--- src/rtl/pll_cfg_pkg.sv ---
package pll_cfg_pkg;

  localparam int WORD_W  = 32;
  localparam int EN_POS  = 31;
  localparam int LK_POS  = 29;
  localparam int M_LSB   = 16;
  localparam int M_W     = 10;
  localparam int P_LSB   = 8;
  localparam int P_W     = 6;
  localparam int S_LSB   = 0;
  localparam int S_W     = 3;

  localparam logic SEL_LOCKT = 1'b0;
  localparam logic SEL_CFG   = 1'b1;

  typedef struct packed {
    logic           en;
    logic [M_W-1:0] m;
    logic [P_W-1:0] p;
    logic [S_W-1:0] s;
  } pll_cfg_t;

  function automatic pll_cfg_t cfg_unpack(input logic [WORD_W-1:0] w);
    pll_cfg_t c;
    c.en = w[EN_POS];
    c.m  = w[M_LSB +: M_W];
    c.p  = w[P_LSB +: P_W];
    c.s  = w[S_LSB +: S_W];
    return c;
  endfunction

  function automatic logic [WORD_W-1:0] cfg_pack(input pll_cfg_t c, input logic lk);
    logic [WORD_W-1:0] w;
    w                = '0;
    w[EN_POS]        = c.en;
    w[LK_POS]        = lk;
    w[M_LSB +: M_W]  = c.m;
    w[P_LSB +: P_W]  = c.p;
    w[S_LSB +: S_W]  = c.s;
    return w;
  endfunction

endpackage

--- src/rtl/pll_rst_sync.sv ---
module pll_rst_sync #(
  parameter int STAGES = 2
) (
  input  logic clk,
  input  logic rst_n_in,
  output logic rst_n_out
);
  logic [STAGES-1:0] sync_q;
  logic [STAGES-1:0] sync_d;

  always_comb begin
    sync_d = {sync_q[STAGES-2:0], 1'b1};
  end

  always_ff @(posedge clk or negedge rst_n_in) begin
    if (!rst_n_in) sync_q <= '0;
    else           sync_q <= sync_d;
  end

  assign rst_n_out = sync_q[STAGES-1];
endmodule

--- src/rtl/pll_cfg_regs.sv ---
module pll_cfg_regs
  import pll_cfg_pkg::*;
#(
  parameter int              LOCK_W   = 16,
  parameter logic [LOCK_W-1:0] LOCK_RST = 16'h02CF
) (
  input  logic              clk,
  input  logic              rst_n,
  input  logic              wr_en,
  input  logic              wr_addr,
  input  logic [WORD_W-1:0] wr_data,
  output pll_cfg_t          cfg_o,
  output logic [LOCK_W-1:0] lock_time_o,
  output logic              cfg_wr_o
);
  pll_cfg_t          cfg_q,  cfg_d;
  logic [LOCK_W-1:0] lt_q,   lt_d;
  logic              cfg_ce, lt_ce;

  always_comb begin
    cfg_ce = wr_en && (wr_addr == SEL_CFG);
    lt_ce  = wr_en && (wr_addr == SEL_LOCKT);
    cfg_d  = cfg_unpack(wr_data);
    lt_d   = wr_data[LOCK_W-1:0];
  end

  always_ff @(posedge clk or negedge rst_n) begin
    if (!rst_n)      cfg_q <= '0;
    else if (cfg_ce) cfg_q <= cfg_d;
  end

  always_ff @(posedge clk or negedge rst_n) begin
    if (!rst_n)     lt_q <= LOCK_RST;
    else if (lt_ce) lt_q <= lt_d;
  end

  assign cfg_o       = cfg_q;
  assign lock_time_o = lt_q;
  assign cfg_wr_o    = cfg_ce;
endmodule

--- src/rtl/pll_lock_timer.sv ---
module pll_lock_timer #(
  parameter int LOCK_W = 16
) (
  input  logic              clk,
  input  logic              rst_n,
  input  logic              restart,
  input  logic              enable,
  input  logic [LOCK_W-1:0] lock_time,
  output logic              locked_o,
  output logic [LOCK_W-1:0] count_o
);
  logic [LOCK_W-1:0] cnt_q, cnt_d;
  logic              lk_q,  lk_d;
  logic              cnt_ce;
  logic              cnt_zero;

  always_comb begin
    cnt_zero = (cnt_q == '0);
    cnt_d    = cnt_q;
    lk_d     = lk_q;
    cnt_ce   = 1'b0;
    if (restart) begin
      cnt_ce = 1'b1;
      cnt_d  = lock_time;
      lk_d   = 1'b0;
    end else if (enable) begin
      if (!cnt_zero) begin
        cnt_ce = 1'b1;
        cnt_d  = cnt_q - 1'b1;
      end else begin
        lk_d   = 1'b1;
      end
    end else begin
      lk_d = 1'b0;
    end
  end

  always_ff @(posedge clk or negedge rst_n) begin
    if (!rst_n)      cnt_q <= '0;
    else if (cnt_ce) cnt_q <= cnt_d;
  end

  always_ff @(posedge clk or negedge rst_n) begin
    if (!rst_n) lk_q <= 1'b0;
    else        lk_q <= lk_d;
  end

  assign locked_o = lk_q;
  assign count_o  = cnt_q;
endmodule

--- src/rtl/pll_rd_mux.sv ---
module pll_rd_mux
  import pll_cfg_pkg::*;
#(
  parameter int LOCK_W = 16
) (
  input  logic              rd_addr,
  input  pll_cfg_t          cfg,
  input  logic              locked,
  input  logic [LOCK_W-1:0] lock_time,
  output logic [WORD_W-1:0] rd_data
);
  always_comb begin
    rd_data = '0;
    if (rd_addr == SEL_CFG) rd_data = cfg_pack(cfg, locked);
    else                    rd_data[LOCK_W-1:0] = lock_time;
  end
endmodule

--- src/rtl/pll_cfg_lock.sv ---
module pll_cfg_lock
  import pll_cfg_pkg::*;
#(
  parameter int                LOCK_W   = 16,
  parameter logic [LOCK_W-1:0] LOCK_RST = 16'h02CF
) (
  input  logic              clk_ref,
  input  logic              rst_n,
  input  logic              wr_en,
  input  logic              wr_addr,
  input  logic [WORD_W-1:0] wr_data,
  input  logic              rd_addr,
  output logic [WORD_W-1:0] rd_data,
  output logic              locked,
  output logic [M_W-1:0]    m_val,
  output logic [P_W-1:0]    p_val,
  output logic [S_W-1:0]    s_val
);
  logic              rst_n_sync;
  pll_cfg_t          cfg;
  logic [LOCK_W-1:0] lock_time;
  logic              cfg_wr;
  logic              cfg_en;
  logic [LOCK_W-1:0] lock_cnt;

  pll_rst_sync #(.STAGES(2)) u_rst (
    .clk       (clk_ref),
    .rst_n_in  (rst_n),
    .rst_n_out (rst_n_sync)
  );

  pll_cfg_regs #(.LOCK_W(LOCK_W), .LOCK_RST(LOCK_RST)) u_regs (
    .clk         (clk_ref),
    .rst_n       (rst_n_sync),
    .wr_en       (wr_en),
    .wr_addr     (wr_addr),
    .wr_data     (wr_data),
    .cfg_o       (cfg),
    .lock_time_o (lock_time),
    .cfg_wr_o    (cfg_wr)
  );

  assign cfg_en = cfg.en;

  pll_lock_timer #(.LOCK_W(LOCK_W)) u_timer (
    .clk       (clk_ref),
    .rst_n     (rst_n_sync),
    .restart   (cfg_wr),
    .enable    (cfg_en),
    .lock_time (lock_time),
    .locked_o  (locked),
    .count_o   (lock_cnt)
  );

  pll_rd_mux #(.LOCK_W(LOCK_W)) u_rd (
    .rd_addr   (rd_addr),
    .cfg       (cfg),
    .locked    (locked),
    .lock_time (lock_time),
    .rd_data   (rd_data)
  );

  assign m_val = cfg.m;
  assign p_val = cfg.p;
  assign s_val = cfg.s;
endmodule

--- config.mk ---
export PLATFORM = sky130hd
export DESIGN_NAME = pll_cfg_lock
export DESIGN_NICKNAME = d
export VERILOG_FILES = /design/src/rtl/pll_cfg_pkg.sv /design/src/rtl/pll_rst_sync.sv /design/src/rtl/pll_cfg_regs.sv /design/src/rtl/pll_lock_timer.sv /design/src/rtl/pll_rd_mux.sv /design/src/rtl/pll_cfg_lock.sv
export SDC_FILE = /design/constraint.sdc
export NUM_CORES = 1
export LEC_CHECK = 0
export CAP_MARGIN = 20
export CORE_MARGIN = 8
export CORE_UTILIZATION = 30
export DETAILED_ROUTE_END_ITERATION = 8
export PLACE_DENSITY = 0.53
export SKIP_LAST_GASP = 1
export SLEW_MARGIN = 20
export SYNTH_ARGS = -nofsm -noshare
export SYNTH_HDL_FRONTEND = slang
export SYNTH_SLANG_ARGS = --single-unit
export TNS_END_PERCENT = 1
--- constraint.sdc ---
create_clock -name clk_ref -period 3.7 [get_ports clk_ref]
set_input_delay 0.74 -clock clk_ref [delete_from_list [all_inputs] [get_ports clk_ref]]
set_output_delay 0.74 -clock clk_ref [all_outputs]
set_load 0.1 [all_outputs]
After elaboration in Yosys (flattened, before gate mapping)

Index checks and enable logic that the tools add are counted.

$add $sub $neg: 1
Equal/unequal tests: 2
Multiplexer cells: 11
Bitwise logic cells: 1
Reductions and logical operators: 5

Operators by type and width:

| operator              | count |
|---|---|
| $mux 16               | 5 |
| $logic_not 16->1      | 1 |
| $sub 16x1->16 const B | 1 |
| $mux 1                | 6 |
| $ne 3x2->1 const B    | 1 |
| $reduce_and 3->1      | 1 |
| $logic_and 1x1->1     | 2 |
| $ne 2x2->1 const B    | 1 |
| $reduce_bool 2->1     | 1 |
| $not 1->1             | 1 |

Register bits after elaboration: 55
Bits of input ports: 37
Output and inout bits: 52
Word-level logic and storage cells: 28

Depth between registers and ports, before layout

Depth in word-level cells: 5
Depth in mapped cells: 7
Gate-level depth less buffers: 7

Cells and area by module

Synthesis repeated with hierarchy kept, for this count alone.

Cell total of the unflattened synthesis: 238
Area, all modules: 2855.2 sq um

Modules (own cells, without submodules):

| module         | instances | cells each | area an instance (sq um) | sequential area each (sq um) |
|---|---|---|---|---|
| pll_cfg_regs   | 1         | 79         | 1402.6                   | 909.6 |
| pll_lock_timer | 1         | 120        | 1109.8                   | 425.4 |
| pll_rd_mux     | 1         | 36         | 289.0                    | 0.0 |
| pll_rst_sync   | 1         | 3          | 53.8                     | 50.0 |

Worst setup path after synthesis

No wires, ideal clock.

Path kind: in2out
Start: input rd_addr
End: output rd_data[14]
Arrival: 2517 ps
Required time: 2960 ps
Setup slack: 443 ps
Cell stages on the path: 3
Buffers on the path: 2
Cell sequence: clkbuf_1 clkbuf_1 nor2b_1

Word-level cells in the longest chain between the ends: 1

RTL lines:

| what            | line               | text |
|---|---|---|
| start, declared | pll_cfg_lock.sv:12 | `input logic rd_addr,` |
| $mux 16         | pll_rd_mux.sv:14   | `if (rd_addr == SEL_CFG) rd_data = cfg_pack(cfg, locked);` |
| end, declared   | pll_cfg_lock.sv:13 | `output logic [WORD_W-1:0] rd_data,` |

No other way between the ends.

Final worst setup path

Start: input rd_addr
End: output rd_data[0]

The elaborated chain is that of the path after synthesis.

==> run metrics <==
Clk Tree Root Cell=clkbuf_8; relative slew slack=0.333; layout cells sized above 1=0.326; Resized Gates After CTS=0; RSZ-0062 raised after global routing=false; # rows=34; Worst-Skew Late Latency=320 ps; GPL Wtd Cong=0.740; async set-reset flop share out of synthesis=1.00; Antenna diodes=0; Clock transition at path regs=100 ps; Num Clock Sinks=55; max frequency=0.353 GHz; die area=12200 µm²; cts hold-fix bufs=0; WL per Instance=15.5 µm; delay of the slowest critical-path stage=460 ps; Post-Layout Inst Area=3960 µm²; synth warn=0; GRT overflow=0; final-report max-slew violation count=0; via count=1983; mapped cell area=2660 µm²; first-pass GRT wire length=10.5 mm; setup violators final=0; Core Util, Final=0.456; number of global-route vias before repair=2040; postcts setup bufs=0; Critical Path End Type=output pin; Initial Util=0.307; worst path required time=2960 ps; DRC Markers=0; Die Ht=110 µm; TritonRoute pass-1 iters=4; Post-DRT Antenna Nets=0; Area Growth Syn to Fin=48.6%; Final Cycle Share=0.766; Top FF cell, synth=dfrtp_1; Ports=89; Yosys reg bits=55; Critical Path Source Type=input port; hold_ws=240 ps; fill cell count=843; CTS Buf Count=5; P per Cell Area=556 nW/µm²; slowest cell on the critical path=clkdlybuf4s50_1; Crit Path Class=input port to output pin; final worst path period need=2830 ps; Syn Inst Count=232; hpwl dp=4.84 mm; crit-path cells=clkdlybuf4s50_1 > buf_4 > mux2_2 > buf_12; Worst Path Max Fanout=28; CTS tree=done; Worst Tran Pin Value=997 ps; Max VDD drop=0.286 mV; # port buffers=79; Longest Clk Path Bufs=2; CTS H-tree depth=2; Post-synth EDFFs=0; status=finished, final reports clean; Fin. Hold Viols=0; GRT Util Overall=0.109; Clock Skew=14.8 ps; initial antenna violation count=0; syn avg cell area=11.5 µm²; initial DRC count=58; setup TNS=0 ps; MaxCap Viol Count=0; Hold Crit Class=flop to asynchronous set/reset pin; leakage=0.00157 µW; Total Routed Length=6.52 mm; sequential area share after synthesis=0.520; Via density=4.71; crit path DAT=2090 ps; DIE WIDTH=110 µm; Final #Nets=350; pin count of the biggest net entering global routing=32; core area=8680 µm²; Netlist cell types=40; placed cell area=3860 µm²
critical path, delay by kind of cell:
family,cells,cell delay (ps)
buf+inv,3,940
mux,1,410
cell families (layout without fill, tap and decap cells):
logic type | count (synthesis) | in the layout | share of synthesized area
AOI/OAI and AO/OA | 27 | 27 | 0.0625
xor gates and xnor gates | 7 | 7 | 0.0230
adders and majority gates | 1 | 1 | 0.00470
buffers and inverters | 16 | 94 | 0.0282
DFF | 55 | 55 | 0.520
muxes | 46 | 46 | 0.194
other | 2 | 5 | 0.00282
and+or+nand+nor | 78 | 78 | 0.165
final cells by class:
type,count,area [µm²],area share
well taps,108,135,0.0341
multi-input cells,164,1220,0.308
flip-flops and latches,55,1390,0.350
clock buffers,6,82.6,0.0209
clock inverters,2,17.5,0.00443
inverters,2,7.51,0.00190
repair buffers,84,1110,0.280
cells in the final DEF, fill, tap and decap left out, types with 3 or more instances in the layout:
cell type / Yosys / routed
a31oi_1: 4 / 4
and2_1: 12 / 12
a21oi_1: 11 / 11
dfrtp_1: 48 / 47
nor3_1: 5 / 5
buf_12: 0 / 28
nor2_1: 21 / 21
conb_1: 2 / 5
dfstp_2: 7 / 7
mux2_2: 44 / 44
clkbuf_8: 0 / 6
nand2_1: 10 / 9
xor2_1: 5 / 5
clkdlybuf4s50_1: 0 / 51
or3_1: 3 / 3
nand3_1: 5 / 5
buf_4: 4 / 5
nor2b_1: 9 / 8
power breakdown:
group | switching, µW | total, µW | leakage [µW] | internal [µW]
clock | 210 | 367 | 0.0000522 | 157
combinational | 677 | 1030 | 0.000892 | 348
sequential | 101 | 810 | 0.000628 | 709
final timing paths:
kind | from | to | slack [ps] | depth (start not counted)
setup / recovery | rd_addr | rd_data[0] | 870 | 4
hold / removal | u_rst.sync_q[1] | u_regs.cfg_o[4] | 240 | 0
setup reg to reg | u_timer.count_o[0] | u_timer.count_o[14] | 1680 | 7
hold reg to reg | u_rst.sync_q[1] | u_regs.cfg_o[4] | 240 | 0
max in group asynchronous | u_rst.sync_q[1] | u_regs.lock_time_o[3] | 2630 | 1
min in group clk_ref | u_rst.sync_q[0] | u_rst.sync_q[1] | 360 | 0
cell usage after synthesis (2+ instances only):
library cell	number	area, µm²
nand3_1	5	25.0
nor2_1	21	78.8
xnor2_1	2	17.5
o31ai_1	2	15.0
conb_1	2	7.51
inv_1	2	7.51
o21a_1	2	15.0
nor2b_1	9	56.3
dfstp_2	7	184
and2_1	12	75.1
or4_4	2	22.5
nor3_1	5	25.0
a31oi_1	4	25.0
mux2i_1	2	20.0
buf_4	4	30.0
mux2_2	44	495
dfrtp_1	48	1200
nor4_2	2	25.0
a21oi_1	11	55.1
nor3b_1	2	15.0
clkbuf_1	9	33.8
nand2_1	10	37.5
or3_1	3	18.8
xor2_1	5	43.8
o21ai_0	2	10.0
registers in the layout (all words and copies together) (netlist names):
signal / count
u_timer.count_o: 16
u_rst.sync_q: 2
u_regs.cfg_o: 20
u_regs.lock_time_o: 16
u_timer.locked_o: 1
stage by stage:
step | std cells | total power [µW] | setup slack [ps]
3_3_place_gp | 413 | 1850 | 851
4_1_cts | 421 | 2230 | 841
2_1_floorplan | 235 | 1520 | 443
5_1_grt | 421 | 2300 | 792
3_5_place_dp | 413 | 1860 | 838
6_report | 421 | 2200 | 867
metal layers:
layer,share of wire,global-route usage,wire length [µm]
met1,0.44,0.131,2870
met2,0.48,0.179,3100
met3,0.075,0.0395,492
met4,0.0089,0.0314,58
met5,0,0,0
Power figures use the tool's default switching activity.
